===== config.mk =====
export PLATFORM = sky130hd
export DESIGN_NAME = baud_tick_gen
export DESIGN_NICKNAME = d
export VERILOG_FILES = /design/src/rtl/baud_tick_pkg.sv /design/src/rtl/baud_cfg_decode.sv /design/src/rtl/baud_frac_accum.sv /design/src/rtl/baud_bit_group.sv /design/src/rtl/baud_tick_gen.sv
export SDC_FILE = /design/constraint.sdc
export NUM_CORES = 1
export LEC_CHECK = 0
export CAP_MARGIN = 20
export CORE_MARGIN = 1
export CORE_UTILIZATION = 58
export DETAILED_ROUTE_END_ITERATION = 7
export GPL_TIMING_DRIVEN = 0
export PLACE_DENSITY = 0.79
export SLEW_MARGIN = 20
export SYNTH_ARGS = -nofsm -noshare
export SYNTH_HDL_FRONTEND = slang
export SYNTH_SLANG_ARGS = --single-unit

===== constraint.sdc =====
create_clock -name clk -period 3.9 [get_ports clk]
set_input_delay 0.39 -clock clk [delete_from_list [all_inputs] [get_ports clk]]
set_output_delay 0.39 -clock clk [all_outputs]
set_load 0.02 [all_outputs]

===== src/rtl/baud_tick_pkg.sv =====
package baud_tick_pkg;
  typedef enum logic {OSR_16X = 1'b0, OSR_8X = 1'b1} osr_mode_e;

  localparam int unsigned FRAC_BITS = 4;
  localparam int unsigned SAMPLES_MAX = 1 << FRAC_BITS;

  typedef struct packed {
    logic [15:0] word;
    osr_mode_e   mode;
  } baud_cfg_t;
endpackage


===== src/rtl/baud_cfg_decode.sv =====
module baud_cfg_decode #(
  parameter int unsigned DIV_W = 16,
  parameter int unsigned MIN_DIV = 16
) (
  input  logic [DIV_W-1:0] word,
  input  logic             mode_8x,
  output logic [DIV_W-1:0] eff_div,
  output logic             illegal
);
  localparam int unsigned LOW_W = 3;

  logic [DIV_W-1:0] packed_8x;

  assign packed_8x = {word[DIV_W-1:LOW_W+1], word[LOW_W-1:0], 1'b0};

  always_comb begin
    if (mode_8x) begin
      eff_div = packed_8x;
      illegal = word[LOW_W] || (packed_8x < DIV_W'(MIN_DIV));
    end else begin
      eff_div = word;
      illegal = word < DIV_W'(MIN_DIV);
    end
  end
endmodule


===== src/rtl/baud_frac_accum.sv =====
module baud_frac_accum #(
  parameter int unsigned DIV_W = 16,
  parameter int unsigned STEP = 16
) (
  input  logic             clk,
  input  logic             rst_n,
  input  logic             restart,
  input  logic             hold,
  input  logic [DIV_W-1:0] eff_div,
  output logic             tick
);
  localparam int unsigned ACC_W = DIV_W + 1;

  logic [ACC_W-1:0] acc_q;
  logic [ACC_W-1:0] acc_nxt;
  logic             wrap;

  assign acc_nxt = acc_q + ACC_W'(STEP);
  assign wrap    = acc_nxt >= {1'b0, eff_div};

  always_ff @(posedge clk or negedge rst_n) begin
    if (!rst_n) begin
      acc_q <= '0;
      tick  <= 1'b0;
    end else if (restart || hold) begin
      acc_q <= '0;
      tick  <= 1'b0;
    end else if (wrap) begin
      acc_q <= acc_nxt - {1'b0, eff_div};
      tick  <= 1'b1;
    end else begin
      acc_q <= acc_nxt;
      tick  <= 1'b0;
    end
  end
endmodule


===== src/rtl/baud_bit_group.sv =====
module baud_bit_group #(
  parameter int unsigned SAMPLES_MAX = 16
) (
  input  logic clk,
  input  logic rst_n,
  input  logic restart,
  input  logic mode_8x,
  input  logic sample,
  output logic bit_end
);
  localparam int unsigned CNT_W = $clog2(SAMPLES_MAX);

  logic [CNT_W-1:0] cnt_q;
  logic [CNT_W-1:0] last_idx;

  assign last_idx = mode_8x ? CNT_W'(SAMPLES_MAX / 2 - 1) : CNT_W'(SAMPLES_MAX - 1);
  assign bit_end  = sample && (cnt_q == last_idx);

  always_ff @(posedge clk or negedge rst_n) begin
    if (!rst_n)        cnt_q <= '0;
    else if (restart)  cnt_q <= '0;
    else if (bit_end)  cnt_q <= '0;
    else if (sample)   cnt_q <= cnt_q + 1'b1;
  end
endmodule


===== src/rtl/baud_tick_gen.sv =====
module baud_tick_gen
  import baud_tick_pkg::*;
#(
  parameter int unsigned DIV_W = 16
) (
  input  logic             clk,
  input  logic             rst_n,
  input  logic             cfg_wr,
  input  logic [DIV_W-1:0] cfg_div,
  input  logic             cfg_mode_8x,
  output logic             cfg_illegal,
  output logic             sample_tick,
  output logic             bit_tick
);
  logic [DIV_W-1:0] word_q;
  osr_mode_e        mode_q;
  logic [DIV_W-1:0] eff_div;
  logic             bad_cfg;

  always_ff @(posedge clk or negedge rst_n) begin
    if (!rst_n) begin
      word_q <= '0;
      mode_q <= OSR_16X;
    end else if (cfg_wr) begin
      word_q <= cfg_div;
      mode_q <= osr_mode_e'(cfg_mode_8x);
    end
  end

  baud_cfg_decode #(.DIV_W(DIV_W), .MIN_DIV(SAMPLES_MAX)) u_decode (
    .word    (word_q),
    .mode_8x (mode_q == OSR_8X),
    .eff_div (eff_div),
    .illegal (bad_cfg)
  );

  baud_frac_accum #(.DIV_W(DIV_W), .STEP(SAMPLES_MAX)) u_accum (
    .clk     (clk),
    .rst_n   (rst_n),
    .restart (cfg_wr),
    .hold    (bad_cfg),
    .eff_div (eff_div),
    .tick    (sample_tick)
  );

  baud_bit_group #(.SAMPLES_MAX(SAMPLES_MAX)) u_group (
    .clk     (clk),
    .rst_n   (rst_n),
    .restart (cfg_wr),
    .mode_8x (mode_q == OSR_8X),
    .sample  (sample_tick),
    .bit_end (bit_tick)
  );

  assign cfg_illegal = bad_cfg;
endmodule


Word-level counts from Yosys, hierarchy flattened
Index checks and enable logic that the tools add are counted.

Add/sub/neg operators: 3. Magnitude comparators: 3. Equal/unequal tests: 1. Multiplexer cells: 10. Reduce and logical (&&, ||, !) cells: 4.

Operators by type and width (number): $mux W17 (2); $lt A16 B5 Y1 const B (2); $mux W4 (5); $add A17 B5 Y17 const B (1); $ge A17 B16 Y1 (1); $sub A17 B16 Y17 (1); $add A4 B1 Y4 const B (1); $eq A4 B4 Y1 (1); $mux W1 (3); $reduce_bool A3 Y1 (1); $logic_or A1 B1 Y1 (2); $logic_and A1 B1 Y1 (1).

Flip-flop bits (word level): 39. Input bits: 20.

Longest topological paths before layout
Word-level depth: 5. Depth in mapped cells: 14.

By module
From an unflattened synthesis, not the netlist that was laid out.

Cell total of the unflattened synthesis: 281. Area total of the unflattened synthesis: 2778.9 µm².

Modules (own cells, without submodules): baud_frac_accum (instances 1, cells an instance 200, area an instance 1694.1 µm², seq. area each 450.4 µm²); baud_tick_gen (instances 1, cells an instance 36, area an instance 685.7 µm², seq. area each 425.4 µm²); baud_bit_group (instances 1, cells an instance 25, area an instance 240.2 µm², seq. area each 100.1 µm²); baud_cfg_decode (instances 1, cells an instance 20, area an instance 158.9 µm², seq. area each 0.0 µm²).

Least setup slack after synthesis
OpenSTA, ideal clock, no wires.

Path type: flip-flop to flip-flop. From: register u_accum.acc_q[4]. To: register u_accum.acc_q[10]. Arrival time: 2.706 ns. Required time: 3.822 ns. Setup slack: 1.116 ns. Cell stages (with the launch flop): 15. Path buffers: 2. Period minus slack after synthesis: 2.784 ns. Cells stage by stage: dfrtp_1 -> ha_1 -> nand3_1 -> nor2_1 -> nand4_1 -> xnor2_1 -> ha_1 -> clkbuf_1 -> a21oi_1 -> o21ai_0 -> o21ai_1 -> nor3b_2 -> buf_2 -> nand3_1 -> a21oi_1.

Longest elaborated chain between the ends: 4. Elaborated cells on any way between the ends: 5. Those cells by class: add/sub: 2; order compare: 1; mux: 2.

RTL lines: start, declared (line baud_frac_accum.sv:14) `logic [ACC_W-1:0] acc_q;`; start signal, assigned (line baud_frac_accum.sv:29) `acc_q <= acc_nxt - {1'b0, eff_div};`; start signal, assigned (line baud_frac_accum.sv:32) `acc_q <= acc_nxt;`; $add A17 B5 Y17 (*) (line baud_frac_accum.sv:18) `assign acc_nxt = acc_q + ACC_W'(STEP);`; $sub A17 B16 Y17 / $ge A17 B16 Y1 (equally long branches) (line baud_frac_accum.sv:29, baud_frac_accum.sv:19); $mux W17 (*) (line baud_frac_accum.sv:28) `end else if (wrap) begin`; $mux W17 (*) (line baud_frac_accum.sv:25) `end else if (restart || hold) begin`.

Every way passes the cells marked *; elsewhere a longest branch is shown, timed or not. A chain may end at the register's enable or synchronous reset.

Worst setup path in the final report
From: register u_accum.acc_q[4]. To: register u_accum.acc_q[14].

The elaborated chain is that of the path after synthesis.

==> results.json <==
{
  "place_congestion": 0.888,
  "postCtsResizedCells": 0,
  "die_area_um2": 4980,
  "synth_cell_types": 49,
  "p_sw_w": 0.000989,
  "p_leak_nw": 1.37,
  "multiInputGateArea_um2": 1620,
  "ys_seq_area_share_pct": 35.8,
  "io_pins": 23,
  "avgRoutedWirePerCell_um": 16.7,
  "cp_max_fo": 10,
  "p_clk_share_pct": 13.8,
  "synth_area_leaders": "dfrtp_1 36%, ha_1 8.3%, xnor2_1 5.8%",
  "antenna_found_initial": 0,
  "yosys.area.top_type_share_pct": 35.8,
  "synth.largest_area_cell": "dfrtp_1",
  "dieWidth_um": 70.6,
  "worstMarginPinSlew_ps": 539,
  "htree_levels": 2,
  "synth_common_cells": "39 x dfrtp_1, 29 x nand2_1, 26 x a21oi_1",
  "worst-setup-path-type": "reg2reg",
  "synth-seq-cells": 39,
  "path_buf_inv": 2,
  "coreArea_um2": 4440,
  "crit_path_end_kind": "flip-flop",
  "startpoint_type": "flip-flop",
  "drt-initial-drc-count": 166,
  "synth-edff-count": 0,
  "viasPerCell": 6.21,
  "avgSynthCellArea_um2": 8.71,
  "wl_um": 6600,
  "irDropWorstVdd_v": 0.000414,
  "drive_gt1_share_pct": 8.43,
  "grt_max_degree": 30,
  "worstPathRequired_ps": 4110,
  "pre_cts_slack_ps": 462,
  "postCtsSetupBuffers": 0,
  "synthCells": 313,
  "max_clock_freq_ghz": 0.285,
  "cp_slowest_cell": "dfrtp_1",
  "ant_nets": 0,
  "vias": 2458,
  "wl_met3_um": 350,
  "setup_viol": 0,
  "row_count": 24,
  "pwr-share-seq_pct": 27.0,
  "die_h_um": 70.6,
  "fin_crit_ps": 3510,
  "fin_nets": 382,
  "cp_top_family": "simple AND/OR/NAND/NOR gates",
  "cts_tree": "done",
  "critPathMaxStageDelay_ps": 430,
  "start_util_pct": 61.4,
  "gr-usage-all-layers_pct": 29.1,
  "swShare_pct": 45.3,
  "ys.warnings.count": 0,
  "syn_to_final_growth_pct": 14.5,
  "place_hpwl_um": 4900,
  "crit_chain": "ha_1 -> nand3_1 -> nor2_1 -> nand4_1 -> xnor2_1 -> ha_1 -> clkbuf_1 -> a21oi_1 -> o21ai_0 -> o21ai_1 -> nor3b_2 -> buf_2 -> nand3_1 -> a21oi_1",
  "clockRootBuffer": "clkbuf_8",
  "setup_tns_ps": 0,
  "wl_met2_um": 3070,
  "cts_buffer_depth": 2,
  "drcViolationCount": 0,
  "grt_first_pass_wirelength_um": 11200,
  "r2r_cells": 14,
  "highest_layer": "met4",
  "skew_ps": 3.17,
  "max_cap_viol_count": 0,
  "power_density_nw_per_um2": 698,
  "slew_viol_final": 0,
  "rsz0062_at_grt": "no",
  "outcome": "finished clean",
  "p_int_w": 0.00119,
  "clk_latency_ps": 300,
  "n_fill_cell": 362,
  "syn_area_um2": 2730,
  "yosysMostFrequentCell": "dfrtp_1",
  "synth_nets": 352,
  "grt_pass1_vias": 2373,
  "layout_setup_ws_ps": 394,
  "firstDrtPassIters": 4,
  "maxSlewHeadroom_pct": 64.0,
  "p_comb_share_pct": 59.2,
  "wl_met1_um": 2990,
  "portBuffers": 21,
  "timing.final.crit_share_pct": 89.9,
  "overflow": 0,
  "cts_hold_buf": 1,
  "antenna_cells": 0,
  "cts_buffers": 5,
  "clk_pin_slew_ps": 80,
  "hold_path_class": "in2async",
  "hold_viol": 0,
  "synth_ff_type": "dfrtp_1",
  "cp.depth": 14,
  "async_reset_ff_share_pct": 100,
  "cts_sinks": 39,
  "arrival_ps": 3720,
  "register_area_um2": 976
}
[final cells by class]
cell class / instances / share of cell area [%]
tap: 52 / 2.08
sequential: 39 / 31.2
timing repair buffer: 23 / 7.53
clock buffer: 6 / 2.64
inverter: 19 / 2.28
clock inverter: 2 / 0.441
multi-input combinational: 241 / 52.0
buffer: 14 / 1.80
[per-layer routing]
layer | global-route usage (%) | vias to the layer above
li1 | - | 1175
met1 | 39.3 | 1194
met2 | 47.2 | 75
met3 | 5.27 | 14
met4 | 11.1 | 0
met5 | 0 | -
[logic make-up after synthesis]
family	count (synthesis)	synth area share [%]
AND/OR/NAND/NOR	100	19.0
flip-flops	39	35.8
multiplexers	11	4.36
AO/OA/AOI/OAI	86	19.1
buffers and inverters	33	4.68
XOR/XNOR	25	8.03
adder cells (fa/ha/maj)	19	8.99
[stage by stage]
stage / util (%) / hold WS (ps) / total power (W) / instance area [um^2] / cells
global placement: 67.6 / 509 / 0.00183 / 3000 / 386
CTS: 70.3 / 490 / 0.00216 / 3120 / 396
finish: 70.3 / 523 / 0.00218 / 3120 / 396
global route: 70.3 / 532 / 0.00237 / 3120 / 396
floorplan: - / 94.4 / 0.00158 / 2730 / 313
detailed placement: 67.9 / 279 / 0.00185 / 3020 / 387
[state kept, by name, summed over array words and instances, names as in the netlist]
| signal | flops |
|---|---|
| mode_q | 1 |
| u_accum.acc_q | 17 |
| u_group.cnt_q | 4 |
| u_accum.tick | 1 |
| word_q | 16 |
[power groups by stage]
| stage | sequential, W | combinational, W | clock [W] |
|---|---|---|---|
| after floorplan | 0.000577 | 0.00100 | 0 |
| after global placement | 0.000589 | 0.00124 | 0 |
| after detailed placement | 0.000594 | 0.00126 | 0 |
| after CTS | 0.000588 | 0.00127 | 0.000304 |
| after global routing | 0.000602 | 0.00144 | 0.000320 |
| final | 0.000590 | 0.00129 | 0.000301 |
[path summary, 6_finish.rpt]
check | from | to | slack, ps
max reg2reg | u_accum.acc_q[4] | u_accum.acc_q[14] | 390
max | u_accum.acc_q[4] | u_accum.acc_q[14] | 390
max in group asynchronous | rst_n | u_accum.acc_q[15] | 2930
min reg2reg | word_q[0] | word_q[0] | 540
min in group clk | word_q[0] | word_q[0] | 540
min | rst_n | u_accum.acc_q[12] | 520
[layout by cell type (no fill, tap or decap), drive strengths merged, types with 2 or more instances in the layout]
master         Yosys  final
dfrtp             39     39
o21ai             31     31
nand2             29     29
a21oi             28     28
clkdlybuf4s50      0     20
inv               19     20
nand3             19     19
xnor2             18     18
ha                18     18
clkbuf            11     17
nor2              15     15
xor2               7      7
mux2               7      7
nor3               7      7
a211oi             7      7
nand4              6      6
buf                3      5
mux2i              4      4
a21o               4      4
nand3b             4      4
nor2b              3      3
nor4               3      3
or2                3      3
a31oi              3      3
nor3b              3      3
and2               2      2
o2111ai            2      2
and3               2      2
a211o              2      2
Power figures use the tool's default switching activity.
